File: config.mk
export PLATFORM = sky130hd
export DESIGN_NAME = stat_irq_unit
export DESIGN_NICKNAME = d
export VERILOG_FILES = /design/src/rtl/stat_irq_pkg.sv /design/src/rtl/stat_irq_status.sv /design/src/rtl/stat_irq_line.sv /design/src/rtl/stat_irq_holdoff.sv /design/src/rtl/stat_irq_unit.sv
export SDC_FILE = /design/constraint.sdc
export NUM_CORES = 1
export LEC_CHECK = 0
export BUFFER_PORTS_ARGS = -buffer_cell sky130_fd_sc_hd__buf_4
export CAP_MARGIN = 20
export CORE_AREA = 3 3 146 148
export DETAILED_ROUTE_END_ITERATION = 6
export DIE_AREA = 0 0 149 151
export PLACE_DENSITY = 0.63
export SLEW_MARGIN = 20
export SYNTH_ARGS = -nofsm -noshare
export SYNTH_HDL_FRONTEND = slang
export SYNTH_HIERARCHICAL = 1
export SYNTH_SLANG_ARGS = --single-unit
export TNS_END_PERCENT = 20
File: constraint.sdc
create_clock -name clk -period 2.74 [get_ports clk]
set_input_delay 0.548 -clock clk [delete_from_list [all_inputs] [get_ports clk]]
set_output_delay 0.548 -clock clk [all_outputs]
set_load 0.1 [all_outputs]
File: src/rtl/stat_irq_pkg.sv
package stat_irq_pkg;

  localparam int ADDR_W = 12;

  localparam logic [ADDR_W-1:0] OFS_POWER  = 12'h000;
  localparam logic [ADDR_W-1:0] OFS_CLOCK  = 12'h004;
  localparam logic [ADDR_W-1:0] OFS_STATUS = 12'h034;
  localparam logic [ADDR_W-1:0] OFS_CLEAR  = 12'h038;
  localparam logic [ADDR_W-1:0] OFS_MASK0  = 12'h03C;
  localparam logic [ADDR_W-1:0] OFS_COUNT  = 12'h048;
  localparam logic [ADDR_W-1:0] OFS_WIN_LO = 12'h080;
  localparam logic [ADDR_W-1:0] OFS_WIN_HI = 12'h0BC;
  localparam logic [ADDR_W-1:0] OFS_ID_LO  = 12'hFE0;

  // Words still to move for a remaining byte count (round up).
  function automatic logic [31:0] words_left(input logic [31:0] bytes);
    return (bytes + 32'd3) >> 2;
  endfunction

  // Identification byte for slot 0..7.
  function automatic logic [7:0] id_byte(input logic [2:0] slot);
    case (slot)
      3'd0:    return 8'h81;
      3'd1:    return 8'h11;
      3'd2:    return 8'h04;
      3'd3:    return 8'h00;
      3'd4:    return 8'h0D;
      3'd5:    return 8'hF0;
      3'd6:    return 8'h05;
      default: return 8'hB1;
    endcase
  endfunction

  function automatic logic in_fifo_window(input logic [ADDR_W-1:0] a);
    return (a >= OFS_WIN_LO) && (a <= OFS_WIN_HI) && (a[1:0] == 2'b00);
  endfunction

  function automatic logic in_id_window(input logic [ADDR_W-1:0] a);
    return (a >= OFS_ID_LO) && (a[1:0] == 2'b00);
  endfunction

endpackage

File: src/rtl/stat_irq_status.sv
module stat_irq_status #(
  parameter int STAT_W   = 22,
  parameter int STATIC_W = 11
) (
  input  logic                       clk,
  input  logic                       rst_n,
  input  logic [STATIC_W-1:0]        set_pulse,
  input  logic [STAT_W-STATIC_W-1:0] dyn_flags,
  input  logic                       clr_en,
  input  logic [STATIC_W-1:0]        clr_bits,
  output logic [STAT_W-1:0]          status_q
);
  localparam int DYN_W = STAT_W - STATIC_W;

  logic [STATIC_W-1:0] sticky_q;
  logic [DYN_W-1:0]    dyn_q;
  logic [STATIC_W-1:0] clr_eff;

  assign clr_eff = clr_en ? clr_bits : '0;

  always_ff @(posedge clk) begin
    if (!rst_n) begin
      sticky_q <= '0;
      dyn_q    <= '0;
    end else begin
      sticky_q <= (sticky_q & ~clr_eff) | set_pulse;
      dyn_q    <= dyn_flags;
    end
  end

  assign status_q = {dyn_q, sticky_q};
endmodule

File: src/rtl/stat_irq_line.sv
module stat_irq_line #(
  parameter int DATA_W = 32,
  parameter int STAT_W = 22
) (
  input  logic              clk,
  input  logic              rst_n,
  input  logic              mask_wr,
  input  logic [DATA_W-1:0] wdata,
  input  logic [STAT_W-1:0] status,
  output logic [DATA_W-1:0] mask_q,
  output logic              irq_q
);
  logic [DATA_W-1:0] status_ext;
  logic              hit;

  assign status_ext = DATA_W'(status);
  assign hit        = |(status_ext & mask_q);

  always_ff @(posedge clk) begin
    if (!rst_n) begin
      mask_q <= '0;
      irq_q  <= 1'b0;
    end else begin
      if (mask_wr) mask_q <= wdata;
      irq_q <= hit;
    end
  end
endmodule

File: src/rtl/stat_irq_holdoff.sv
module stat_irq_holdoff (
  input  logic clk,
  input  logic rst_n,
  input  logic arm,
  input  logic release_req,
  output logic hold_q,
  output logic kick_q
);
  always_ff @(posedge clk) begin
    if (!rst_n) begin
      hold_q <= 1'b0;
      kick_q <= 1'b0;
    end else begin
      kick_q <= release_req & hold_q;
      if (arm)              hold_q <= 1'b1;
      else if (release_req) hold_q <= 1'b0;
    end
  end
endmodule

File: src/rtl/stat_irq_unit.sv
module stat_irq_unit
  import stat_irq_pkg::*;
#(
  parameter int DATA_W   = 32,
  parameter int STAT_W   = 22,
  parameter int STATIC_W = 11,
  parameter int CNT_W    = 16,
  parameter int BYTE_W   = 8,
  parameter int NUM_IRQ  = 2
) (
  input  logic                       clk,
  input  logic                       rst_n,
  input  logic                       reg_wr,
  input  logic                       reg_rd,
  input  logic [11:0]                reg_addr,
  input  logic [DATA_W-1:0]          reg_wdata,
  output logic [DATA_W-1:0]          reg_rdata,
  input  logic [STATIC_W-1:0]        evt_set,
  input  logic [STAT_W-STATIC_W-1:0] fifo_flags,
  input  logic [CNT_W-1:0]           byte_cnt,
  input  logic [DATA_W-1:0]          fifo_word,
  output logic                       fifo_pop,
  output logic                       refill_hold,
  output logic                       refill_kick,
  output logic [NUM_IRQ-1:0]         irq
);
  localparam int MASK_STRIDE = 4;

  // Named internal events, also used by the bound checker.
  logic                wr_clear;
  logic                rd_window;
  logic                rd_release;
  logic [STAT_W-1:0]   status_q;
  logic [DATA_W-1:0]   mask_q [NUM_IRQ];
  logic [NUM_IRQ-1:0]  mask_wr;
  logic [BYTE_W-1:0]   power_q;
  logic [BYTE_W-1:0]   clock_q;
  logic [DATA_W-1:0]   rd_val;

  assign wr_clear   = reg_wr && (reg_addr == OFS_CLEAR);
  assign rd_window  = reg_rd && in_fifo_window(reg_addr);
  assign rd_release = reg_rd && ((reg_addr == OFS_STATUS) || (reg_addr == OFS_COUNT));
  assign fifo_pop   = rd_window;

  stat_irq_status #(
    .STAT_W   (STAT_W),
    .STATIC_W (STATIC_W)
  ) u_status (
    .clk       (clk),
    .rst_n     (rst_n),
    .set_pulse (evt_set),
    .dyn_flags (fifo_flags),
    .clr_en    (wr_clear),
    .clr_bits  (reg_wdata[STATIC_W-1:0]),
    .status_q  (status_q)
  );

  for (genvar k = 0; k < NUM_IRQ; k++) begin : g_irq
    assign mask_wr[k] = reg_wr && (reg_addr == OFS_MASK0 + 12'(MASK_STRIDE * k));
    stat_irq_line #(
      .DATA_W (DATA_W),
      .STAT_W (STAT_W)
    ) u_line (
      .clk     (clk),
      .rst_n   (rst_n),
      .mask_wr (mask_wr[k]),
      .wdata   (reg_wdata),
      .status  (status_q),
      .mask_q  (mask_q[k]),
      .irq_q   (irq[k])
    );
  end

  stat_irq_holdoff u_hold (
    .clk         (clk),
    .rst_n       (rst_n),
    .arm         (rd_window),
    .release_req (rd_release),
    .hold_q      (refill_hold),
    .kick_q      (refill_kick)
  );

  always_ff @(posedge clk) begin
    if (!rst_n) begin
      power_q <= '0;
      clock_q <= '0;
    end else if (reg_wr) begin
      if (reg_addr == OFS_POWER) power_q <= reg_wdata[BYTE_W-1:0];
      if (reg_addr == OFS_CLOCK) clock_q <= reg_wdata[BYTE_W-1:0];
    end
  end

  always_comb begin
    rd_val = '0;
    if (in_id_window(reg_addr)) begin
      rd_val = DATA_W'(id_byte(reg_addr[4:2]));
    end else if (in_fifo_window(reg_addr)) begin
      rd_val = fifo_word;
    end else if (reg_addr == OFS_POWER) begin
      rd_val = DATA_W'(power_q);
    end else if (reg_addr == OFS_CLOCK) begin
      rd_val = DATA_W'(clock_q);
    end else if (reg_addr == OFS_STATUS) begin
      rd_val = DATA_W'(status_q);
    end else if (reg_addr == OFS_COUNT) begin
      rd_val = DATA_W'(words_left(32'(byte_cnt)));
    end else begin
      for (int k = 0; k < NUM_IRQ; k++) begin
        if (reg_addr == OFS_MASK0 + 12'(MASK_STRIDE * k)) rd_val = mask_q[k];
      end
    end
  end

  always_ff @(posedge clk) begin
    if (!rst_n)      reg_rdata <= '0;
    else if (reg_rd) reg_rdata <= rd_val;
  end
endmodule

### Yosys cells after proc, flatten, opt, wreduce, memory -nomap -nowiden

Index checks and enable logic that the tools add are counted.

| storage, ports and cells | value |
|---|---|
| logic and storage cells | 62 |
| bits of input ports | 118 |
| register bits after elaboration | 138 |

| operators by class | value |
|---|---|
| magnitude comparators | 3 |
| equal/unequal tests | 12 |
| bitwise gates (word level) | 6 |
| $add $sub $neg | 1 |
| muxes and demuxes | 12 |
| reductions and logical operators | 17 |

Operators with widths:

| operator | count |
|---|---|
| $mux W32 | 8 |
| $and A22 B32 Y32 | 2 |
| $reduce_or A32 Y1 | 2 |
| $pmux W8 S7 | 1 |
| $eq A12 B6 Y1 const B | 3 |
| $eq A12 B7 Y1 const B | 2 |
| $add A16 B2 Y17 const B | 1 |
| $eq A12 B3 Y1 const B | 1 |
| $ge A12 B12 Y1 const B | 1 |
| $ge A12 B8 Y1 const B | 1 |
| $le A12 B8 Y1 const B | 1 |
| $logic_not A12 Y1 | 1 |
| $and A11 B11 Y11 | 1 |
| $mux W11 | 1 |
| $not A11 Y11 | 1 |
| $or A11 B11 Y11 | 1 |
| $eq A3 B3 Y1 const B | 3 |
| $logic_and A1 B1 Y1 | 8 |
| $eq A3 B2 Y1 const B | 2 |
| $reduce_and A2 Y1 | 2 |
| $eq A3 B1 Y1 const B | 1 |
| $logic_not A3 Y1 | 1 |
| $logic_not A2 Y1 | 1 |
| $mux W1 | 2 |
| other kinds (3) | 3 |

### Depth between registers and ports, before layout

Gate-level depths: netlist (run 1).

| logic depth | value |
|---|---|
| depth in word-level cells | 9 |
| gate-level depth with buffers | 10 |

### Modules after synthesis

Netlist (run 1), hierarchy kept.

Modules (own cells, without submodules):

| module | seq. area each (sq um) | times used | cells an instance | area an instance (sq um) |
|---|---|---|---|---|
| stat_irq_unit | 960.9 | 1 | 445 | 3509.6 |
| stat_irq_line | 660.6 | 2 | 120 | 1347.5 |
| stat_irq_status | 440.4 | 1 | 69 | 788.3 |
| stat_irq_holdoff | 40.0 | 1 | 5 | 61.3 |

### Worst setup path after synthesis (run 1)

OpenSTA, ideal clock, no wires.

| path | value |
|---|---|
| path type | input port to output port |
| from | input port reg_addr[6] |
| to | output port fifo_pop |
| path buffers | 1 |
| path slack | -0.342 ns |
| data arrival time | 2.534 ns |
| stages on the path | 4 |
| path through | buf_2 -> nor4b_1 -> nand2_1 -> nor2_1 |

| on the way | value |
|---|---|
| word-level cells in the longest chain between the ends | 4 |

RTL lines:

| item | line | text |
|---|---|---|
| start: declaration | stat_irq_unit.sv:15 | `input logic [11:0] reg_addr,` |
| $ge A12 B8 Y1 or $le A12 B8 Y1 (tied branches) | stat_irq_pkg.sv:35 | `return (a >= OFS_WIN_LO) && (a <= OFS_WIN_HI) && (a[1:0] == 2'b00);` |
| $logic_and A1 B1 Y1 * (2 in a row) | stat_irq_pkg.sv:35 |  |
| $logic_and A1 B1 Y1 * | stat_irq_unit.sv:41 | `assign rd_window = reg_rd && in_fifo_window(reg_addr);` |
| end: declaration | stat_irq_unit.sv:22 | `output logic fifo_pop,` |

Mark *: on every way between the ends. The rest lies on a longest branch, timed or not.

### Worst setup path after layout (run 1)

| path | value |
|---|---|
| from | input port reg_addr[8] |
| to | output port fifo_pop |

The elaborated chain is that of the path after synthesis.

==> results.py, run 1 <==
metrics = {
    "routing": {
        "drc": 0,
        "drt_first_iter_violations": 464,
        "firstDrtPassIters": 6,
        "via_per_inst": 5.45,
        "drt_wl_total_um": 23500,
        "antenna_left": 0,
        "via_count": 6482,
        "routedWlPerCell_um": 19.8,
    },
    "pwr": {
        "p_sw_share_pct": 24.7,
        "cellLeakagePower_nw": 3.33,
        "clock_power_share_pct": 48.2,
        "intPower_mw": 3.82,
        "ir_worst_vdd_mv": 0.434,
        "netSwitchingPower_mw": 1.26,
        "p_comb_share_pct": 10.8,
        "power_density_nw_per_um2": 555,
        "seqPwrFrac_pct": 41.0,
    },
    "clocking": {
        "cts_resized": 0,
        "h-tree-depth": 4,
        "cts_buffers": 17,
        "clockBufferDepth": 2,
        "postCtsHoldBufs": 0,
        "clk_latency_ps": 420,
        "cts_setup_buffers": 0,
        "cts_tree": "yes",
        "cts_sinks": 138,
        "root_buffer": "clkbuf_16",
        "clk_transition_reported_paths_ps": 60,
    },
    "setup_path": {
        "critical-path-top-delay-family": "simple AND/OR/NAND/NOR gates",
        "worst_r2r_endpoint": "reg_rdata[4]$_SDFFE_PN0P_",
        "required_ps": 2190,
        "max_stage_delay_ps": 420,
        "r2r_cells": 4,
        "arrival_ps": 1770,
        "crit_path_start": "reg_addr[8]",
        "cp-endpoint": "fifo_pop",
        "path_buf_inv": 2,
        "crit_chain": "buf_4 -> nor4_2 -> nand2_1 -> nor2_2 -> buf_4",
        "crit_top_cell": "buf_4",
        "cp_num_cells": 5,
        "crit_slowest_cell": "nor4_2",
        "cp-end-kind": "output pin",
        "worstReg2RegStart": "g_irq[1].u_line/mask_q[4]$_SDFFE_PN0P_",
        "r2r_setup_slack_ps": 980,
        "crit_type": "input pin to output pin",
        "crit_fanout": 4,
        "startpoint_type": "input pin",
    },
    "logic_synthesis": {
        "ys_types": 76,
        "syn_inst": 759,
        "postSynthAreaPerCell_um2": 9.29,
        "postSynth.asyncResetShare_pct": 0,
        "synth_edf_count": 0,
        "ys.flop_type": "dfxtp_1",
        "yosysSeqAreaShare_pct": 39.2,
        "netlist_area_um2": 7050,
        "yosysWarningCount": 6,
        "syn_nets": 877,
        "synth_seq_cells": 138,
    },
    "run_status": {
        "status": "complete, no violations",
    },
    "timing": {
        "skew_ps": 8.96,
        "setup_violations": 0,
        "period_share_pct": 84.6,
        "tightest_slew_ps": 742,
        "hold_violations": 0,
        "holdWs_ps": 334,
        "slew_violations": 0,
        "period_minus_slack_ps": 2320,
        "fmax_mhz": 431,
        "rsz0062_at_grt": "no",
        "tns_ps": 0,
        "max-slew-margin-rel_pct": 49.3,
    },
    "grt": {
        "grt_max_degree": 137,
        "grt.busiest_layer": "met2",
        "grt_pass1_wl_um": 35900,
        "grtUsageMet1_pct": 27.3,
        "grt_pass1_vias": 6285,
        "antenna_found_initial": 0,
        "grt_overflow": 0,
        "grt.total_usage_pct": 20.6,
        "grt.met2_usage_pct": 32.2,
        "globalRouteMet3Util_pct": 5.24,
    },
    "final_layout": {
        "layout-area-overhead-vs-synth_pct": 29.7,
        "antenna_cells": 0,
        "fin_nets": 1025,
        "drive_gt1_share_pct": 28.3,
    },
    "flow_run": {
        "cap_violations": 0,
    },
    "placed_design": {
        "port_buffers": 154,
        "hpwl_um": 17100,
        "gp_congestion": 0.969,
    },
    "floorplan": {
        "dieArea_um2": 22500,
        "dieWidth_um": 149,
        "ios": 155,
        "initial_utilization_pct": 35.0,
        "core-area_um2": 20200,
        "die_y_um": 151,
        "num_rows": 52,
    },
    "worst_hold_path": {
        "hp-class": "input pin to register",
        "hp-start": "fifo_flags[8]",
        "holdPathStages": 2,
    },
}
[placed cells by master (no fill, tap or decap), types with 4 or more instances in the layout]
cell,n
dfxtp_1,138
a21oi_1,19
nor4_1,10
o21ai_2,9
a21boi_0,9
nand2b_1,7
a211oi_1,5
nand3_1,25
a22oi_1,37
nor3_1,11
o21ai_0,34
xnor2_1,7
o211ai_1,4
nand2_1,51
a31oi_2,9
a32oi_1,4
and3_1,4
a22o_1,5
o22ai_1,7
a221oi_1,12
o221ai_1,4
nor2b_1,79
nand4_1,7
a221o_1,4
nor2_1,15
buf_4,178
buf_12,4
clkbuf_16,17
o2111ai_1,4
a22oi_2,6
mux2i_1,74
inv_1,19
a31oi_1,14
and2_1,15
clkbuf_8,5
[per-stage QoR]
stage / cells / worst slack, ps / total power, mW / util, % / instance area (um^2)
finish: 1190 / 421 / 5.08 / 45.4 / 9150
global route: 1190 / 324 / 5.24 / 45.4 / 9150
detailed placement: 1158 / 219 / 2.67 / 42.2 / 8520
floorplan: 759 / 126 / 2.40 / - / 7060
CTS: 1190 / 391 / 5.12 / 45.4 / 9150
global placement: 1158 / 306 / 2.67 / 42.2 / 8520
[state kept, by name, indices dropped and copies added, names as in the netlist]
name / cells
u_status/sticky_q: 11
reg_rdata: 32
g_irq.u_line/irq_q: 2
u_status/dyn_q: 11
power_q: 8
clock_q: 8
g_irq.u_line/mask_q: 64
u_hold/hold_q: 1
u_hold/kick_q: 1
[final cells by class]
type                            count  area (um^2)
Multi-Input combinational cell    549         3930
Clock inverter                      8          131
Tap cell                          270          338
Sequential cell                   138         2760
Timing Repair Buffer              182         1420
Inverter                           19         71.3
Fill cell                        2020        11000
Clock buffer                       24          502
[power groups by stage]
stage | combinational (mW) | clock [mW] | sequential (mW)
CTS | 0.546 | 2.49 | 2.08
floorplan | 0.186 | 0 | 2.21
global route | 0.582 | 2.57 | 2.09
detailed placement | 0.544 | 0 | 2.13
global placement | 0.543 | 0 | 2.13
finish | 0.548 | 2.45 | 2.08
[worst register-to-register path: stages (launching register included)]
cell       delay (ps)
dfxtp_1           330
and3_1            140
a2111oi_0         650
o22ai_1           220
a211o_1           310
[how the worst min path moves through the flow]
stage / endpoint
global placement: clock_q[3]$_SDFFE_PN0P_
detailed placement: clock_q[3]$_SDFFE_PN0P_
global route: u_status/dyn_q[9]$_SDFF_PN0_
CTS: u_status/dyn_q[8]$_SDFF_PN0_
finish: u_status/dyn_q[8]$_SDFF_PN0_
floorplan: clock_q[3]$_SDFFE_PN0P_
[cells by family (layout without fill, tap and decap cells)]
family,count (synthesis),in the layout,share of synthesized area (%)
muxes,74,74,10.5
and+or+nand+nor,253,253,20.9
AOI/OAI and AO/OA,213,213,23.0
xor gates and xnor gates,9,9,1.12
buffers and inverters,72,233,5.30
DFF,138,138,39.2
[synthesized netlist by cell type (4+ instances only)]
library cell	count	area (um^2)
mux2i_1	74	741
a22o_1	5	43.8
a211oi_1	5	37.5
nand2b_1	7	43.8
o22ai_1	7	43.8
nand4_1	7	43.8
o21ai_0	34	170
a31oi_2	9	113
o2111ai_1	4	35.0
inv_1	19	71.3
buf_4	10	75.1
a31oi_1	14	87.6
o221ai_1	4	35.0
xnor2_1	7	61.3
a221o_1	4	40.0
and2_1	15	93.8
o21ai_2	9	78.8
a22oi_1	37	278
clkbuf_1	23	86.3
a21boi_0	9	67.6
o211ai_1	4	30.0
nor4_1	11	68.8
nor2_1	16	60.1
nand2_1	51	191
dfxtp_1	138	2760
a221oi_1	12	105
a22oi_2	6	75.1
buf_2	10	50.1
nor2b_1	79	494
buf_6	7	78.8
nand3_1	25	125
a32oi_1	4	35.0
a21oi_1	19	95.1
nor3_1	11	55.1
and3_1	6	37.5
[per-layer routing]
metal / up-vias / wire length (um)
li1: 3117 / -
met1: 3057 / 10500
met2: 266 / 10400
met3: 42 / 1890
met4: 0 / 719
met5: - / 0
(Power assumes the default switching activity.)
==> inputs of run 2 (changes only) <==
ABC_AREA = 1   (was default)
clock period = 2.2 ns   (was 2.74 ns; I/O delays follow)
==> run 2 against run 1 <==
  * Synthesized cell count is 38% higher
  * Die area did not move
  * Clock power rose by 21%
  * Final cell count grew 24%
  * Register-to-register slack improved by 70 ps
  * Critical path type unchanged
  * Critical endpoint unchanged
  * Largest cell class unchanged
==> results.py, run 2 <==
metrics = {
    "grt": {
        "grt_pass1_wl_um": 36700,
        "grt_overflow": 0,
        "grt_pass1_vias": 6881,
        "grt_max_degree": 37,
        "grt.total_usage_pct": 20.8,
        "globalRouteMet3Util_pct": 4.67,
        "antenna_found_initial": 0,
        "grt.busiest_layer": "met2",
        "grtUsageMet1_pct": 27.2,
        "grt.met2_usage_pct": 34.7,
    },
    "routing": {
        "via_per_inst": 4.84,
        "drc": 0,
        "antenna_left": 0,
        "firstDrtPassIters": 5,
        "via_count": 7168,
        "drt_first_iter_violations": 498,
        "drt_wl_total_um": 23500,
        "routedWlPerCell_um": 15.9,
    },
    "logic_synthesis": {
        "yosysSeqAreaShare_pct": 39.4,
        "synth_area_leaders": "dfxtp_1 39%, nand2_1 17%, nor2_1 9.7%",
        "synth_edf_count": 0,
        "syn_inst": 1049,
        "synth_seq_cells": 138,
        "synth_top_area_share_pct": 39.4,
        "ys_types": 38,
        "synthTopCellsByCount": "313 x nand2_1, 182 x nor2_1, 138 x dfxtp_1",
        "yosys.cell_count.top_type": "nand2_1",
        "postSynth.asyncResetShare_pct": 0,
        "yosysWarningCount": 6,
        "netlist_area_um2": 7010,
        "ys.flop_type": "dfxtp_1",
        "synth_top_area_cell": "dfxtp_1",
        "postSynthAreaPerCell_um2": 6.68,
        "syn_nets": 1167,
    },
    "setup_path": {
        "crit_type": "input pin to output pin",
        "required_ps": 1760,
        "arrival_ps": 1610,
        "cp-end-kind": "output pin",
        "startpoint_type": "input pin",
        "r2r_setup_slack_ps": 1050,
        "crit_fanout": 6,
    },
    "timing": {
        "slew_violations": 0,
        "rsz0062_at_grt": "no",
        "tightest_slew_ps": 683,
        "period_share_pct": 93.1,
        "hold_violations": 0,
        "setup_violations": 0,
        "setup_ws_ps": 152,
        "period_minus_slack_ps": 2050,
        "max-slew-margin-rel_pct": 54.4,
        "tns_ps": 0,
        "fmax_mhz": 488,
        "skew_ps": 8.15,
    },
    "pwr": {
        "ir_worst_vdd_mv": 0.539,
        "finalPower_mw": 6.02,
        "power_density_nw_per_um2": 670,
        "cellLeakagePower_nw": 4.20,
    },
    "final_layout": {
        "layout-area-overhead-vs-synth_pct": 28.2,
        "nFillCells": 2149,
        "layout_commonest_cell": "nand2_1",
        "largestRegisters": "g_irq.u_line/mask_q x64, reg_rdata x32",
        "fin_nets": 1315,
        "drive_gt1_share_pct": 23.1,
        "antenna_cells": 0,
        "final_cell_mix": "313 x nand2_1, 179 x nor2_1, 169 x buf_4, 138 x dfxtp_1, 90 x o21ai_0",
        "largest_reg_flops": 64,
        "final_area_um2": 8980,
        "regMostFlops": "g_irq.u_line/mask_q",
    },
    "clocking": {
        "clk_transition_reported_paths_ps": 60,
        "cts_resized": 0,
        "clockBufferDepth": 2,
        "clk_latency_ps": 420,
        "cts_buffers": 17,
        "cts_sinks": 138,
        "root_buffer": "clkbuf_16",
        "postCtsHoldBufs": 0,
        "h-tree-depth": 4,
        "cts_setup_buffers": 0,
        "cts_tree": "yes",
    },
    "flow_run": {
        "cap_violations": 0,
    },
    "floorplan": {
        "ios": 155,
        "die_y_um": 151,
        "dieWidth_um": 149,
        "initial_utilization_pct": 34.7,
        "dieArea_um2": 22500,
        "num_rows": 52,
        "core-area_um2": 20200,
    },
    "worst_hold_path": {
        "hp-class": "input pin to register",
    },
    "placed_design": {
        "hpwl_um": 17000,
        "placed_cell_area_um2": 8370,
        "pre_cts_ws_ps": 132,
        "port_buffers": 154,
        "gp_congestion": 0.892,
    },
    "run_status": {
        "status": "complete, no violations",
    },
}
-- run 2: cell count changes in the layout (fill, tap and decap cells not counted), sizes merged, moves of 45 or more --
cell and change:
o21ai +51, mux2i -74, nor2 +178, nand2 +279, inv +69, a21oi +45, nor2b -79
-- run 2: final cells by class --
| type | count | area (um^2) | area share [%] |
|---|---|---|---|
| repair buffers | 173 | 1350 | 15.0 |
| multi-input cells | 779 | 3590 | 40.0 |
| flip-flops and latches | 138 | 2760 | 30.8 |
| inverters | 88 | 330 | 3.68 |
| clock inverters | 14 | 170 | 1.89 |
| well taps | 270 | 338 | 3.76 |
| clock buffers | 18 | 439 | 4.89 |
-- run 2: where the power goes --
| part | switching (mW) | internal, mW | total [mW] |
|---|---|---|---|
| sequential | 0.0333 | 2.53 | 2.56 |
| combinational | 0.282 | 0.201 | 0.483 |
| clock | 1.16 | 1.82 | 2.97 |
-- run 2: routing by layer --
| layer | vias up | wire [um] |
|---|---|---|
| met3 | 28 | 1460 |
| met2 | 218 | 11100 |
| met1 | 3296 | 10500 |
| met4 | 0 | 456 |
| li1 | 3626 | - |
| met5 | - | 0 |
-- run 2: worst paths after layout --
kind | from | end | cells past startpoint
worst min-delay path | fifo_flags[10] | u_status/dyn_q[10]$_SDFF_PN0_ | 3
worst max register to register | u_status/sticky_q[0]$_SDFF_PN0_ | reg_rdata[0]$_SDFFE_PN0P_ | 6
worst min register to register | power_q[6]$_SDFFE_PN0P_ | power_q[6]$_SDFFE_PN0P_ | 2
worst max-delay path | reg_addr[0] | fifo_pop | 7
-- run 2: through the flow --
stage / hold WS, ps / cells / util, %
final: 196 / 1480 / 44.5
after global routing: 196 / 1480 / 44.5
after CTS: 183 / 1480 / 44.5
after detailed placement: 437 / 1448 / 41.5
after global placement: 430 / 1448 / 41.5
after floorplan: 424 / 1049 / -
-- run 2: logic make-up (layout without fill, tap and decap cells) --
family	Yosys count	after routing	synth area share, %
flops	138	138	39.4
compound gates	169	169	13.6
xor+xnor	2	2	0.250
buf+inv	132	293	9.41
simple gates	608	608	37.3
-- run 2: critical path, cell delays in order --
cell     delay (ps)
buf_4           120
nor2_4          180
inv_2           100
nor2_8          160
nand3_4         120
nor2_2          150
buf_4           320
==> inputs of run 3 (changes only) <==
CTS_BUF_LIST = sky130_fd_sc_hd__clkbuf_4 sky130_fd_sc_hd__clkbuf_8   (was default)
==> run 3 against run 2 <==
  * Critical path depth unchanged
  * Combinational power about the same
  * Setup slack worse by 2.4 ps
  * Register-to-register slack is essentially flat
  * Critical path type unchanged
  * Largest power group is now sequential cells
==> results.py, run 3 (synthesis gave the netlist of run 2 again) <==
metrics = {
    "run_status": {
        "status": "complete, no violations",
    },
    "setup_path": {
        "r2r_cells": 6,
        "startpoint_type": "input pin",
        "crit_fanout": 7,
        "max_stage_delay_ps": 320,
        "r2r_setup_slack_ps": 1060,
        "cp-endpoint": "fifo_pop",
        "worst_r2r_endpoint": "reg_rdata[0]$_SDFFE_PN0P_",
        "crit_top_cell": "buf_4",
        "crit_path_start": "reg_addr[8]",
        "crit_slowest_cell": "buf_4",
        "required_ps": 1760,
        "cp-end-kind": "output pin",
        "worstReg2RegStart": "u_status/sticky_q[0]$_SDFF_PN0_",
        "crit_chain": "buf_4 -> nor2_4 -> nand2_4 -> nor2_8 -> nand3_4 -> nor2_2 -> buf_4",
        "arrival_ps": 1610,
        "crit_type": "input pin to output pin",
    },
    "routing": {
        "via_per_inst": 4.87,
        "drt_first_iter_violations": 400,
        "drt_wl_total_um": 23400,
        "routedWlPerCell_um": 15.8,
        "drc": 0,
        "antenna_left": 0,
        "firstDrtPassIters": 5,
        "via_count": 7212,
    },
    "timing": {
        "period_minus_slack_ps": 2050,
        "hold_violations": 0,
        "setup_ws_ps": 150,
        "fmax_mhz": 488,
        "slew_violations": 0,
        "setup_violations": 0,
        "rsz0062_at_grt": "no",
        "period_share_pct": 93.2,
        "holdWs_ps": 155,
        "skew_ps": 11.4,
        "tightest_slew_ps": 689,
        "max-slew-margin-rel_pct": 54.0,
        "tns_ps": 0,
    },
    "final_layout": {
        "stdcell_count": 1480,
        "largestRegisters": "g_irq.u_line/mask_q x64, reg_rdata x32",
        "final_util_pct": 43.6,
        "fin_nets": 1315,
        "layout_commonest_cell": "nand2_1",
        "drive_gt1_share_pct": 23.1,
        "final_cell_mix": "313 x nand2_1, 179 x nor2_1, 169 x buf_4, 138 x dfxtp_1, 90 x o21ai_0",
        "multi_input_area_um2": 3590,
        "largest_reg_flops": 64,
        "nFillCells": 2157,
        "layout-area-overhead-vs-synth_pct": 25.4,
        "antenna_cells": 0,
        "regMostFlops": "g_irq.u_line/mask_q",
        "final_area_um2": 8790,
        "register_area_um2": 2760,
    },
    "placed_design": {
        "dp.cells": 1448,
        "pre_cts_ws_ps": 132,
        "port_buffers": 154,
        "hpwl_um": 17000,
        "placed_cell_area_um2": 8370,
        "gp_congestion": 0.892,
    },
    "clocking": {
        "cts_sinks": 138,
        "clockBufferDepth": 2,
        "clk_latency_ps": 460,
        "cts_resized": 0,
        "root_buffer": "clkbuf_8",
        "clk_transition_reported_paths_ps": 80,
        "postCtsHoldBufs": 0,
        "h-tree-depth": 4,
        "cts_buffers": 17,
        "cts_tree": "yes",
        "cts_setup_buffers": 0,
    },
    "floorplan": {
        "initial_utilization_pct": 34.7,
        "ios": 155,
        "num_rows": 52,
        "dieWidth_um": 149,
        "core-area_um2": 20200,
        "dieArea_um2": 22500,
        "die_y_um": 151,
    },
    "pwr": {
        "p_sw_share_pct": 26.3,
        "cellLeakagePower_nw": 4.11,
        "seqPwrFrac_pct": 48.6,
        "netSwitchingPower_mw": 1.38,
        "p_comb_share_pct": 9.2,
        "clock_power_share_pct": 42.2,
        "ir_worst_vdd_mv": 0.365,
        "finalPower_mw": 5.26,
        "power_density_nw_per_um2": 599,
        "intPower_mw": 3.88,
    },
    "grt": {
        "grt_overflow": 0,
        "grt_pass1_vias": 6897,
        "antenna_found_initial": 0,
        "grt_pass1_wl_um": 36600,
        "grt.total_usage_pct": 20.8,
        "grt_max_degree": 37,
    },
    "flow_run": {
        "cap_violations": 0,
    },
    "worst_hold_path": {
        "hp-class": "input pin to register",
    },
}
[run 3: cell types whose count changed in the layout (fill, tap and decap cells not counted)]
cell       previous run  this run
clkbuf_16            17         0
clkbuf_8              1        18
[run 3: metal layers]
| metal | track usage (%) | part of all wire [%] | up-vias |
|---|---|---|---|
| li1 | - | - | 3631 |
| met4 | 6.32 | 2.2 | 0 |
| met3 | 4.94 | 6.4 | 35 |
| met2 | 34.4 | 47 | 226 |
| met5 | 0 | 0 | - |
| met1 | 27.1 | 45 | 3320 |
[run 3: worst max-delay path, delay by kind of cell]
kind | cells | cell delay [ps]
and+or+nand+nor | 5 | 710
buffers and inverters | 2 | 450
[run 3: how the worst min path moves through the flow]
stage	depth (start not counted)	from	endpoint	slack [ps]
after global routing	3	fifo_flags[10]	u_status/dyn_q[10]$_SDFF_PN0_	150
final	3	fifo_flags[10]	u_status/dyn_q[10]$_SDFF_PN0_	160
after floorplan	2	clock_q[4]$_SDFFE_PN0P_	clock_q[4]$_SDFFE_PN0P_	420
after detailed placement	2	clock_q[4]$_SDFFE_PN0P_	clock_q[4]$_SDFFE_PN0P_	440
after global placement	2	clock_q[4]$_SDFFE_PN0P_	clock_q[4]$_SDFFE_PN0P_	430
after CTS	3	fifo_flags[9]	u_status/dyn_q[9]$_SDFF_PN0_	130
[run 3: area by class of cell]
cell class | count | area share (%)
Sequential cell | 138 | 31.4
Tap cell | 270 | 3.84
Inverter | 88 | 3.76
Clock buffer | 18 | 2.82
Multi-Input combinational cell | 779 | 40.9
Clock inverter | 14 | 1.94
Timing Repair Buffer | 173 | 15.3
[run 3: power by group through the flow]
stage,clock [mW],sequential (mW),combinational (mW)
2_1_floorplan,0,2.65,0.167
5_1_grt,2.37,2.56,0.523
4_1_cts,2.26,2.56,0.483
6_report,2.22,2.56,0.484
3_3_place_gp,0,2.62,0.479
3_5_place_dp,0,2.62,0.481
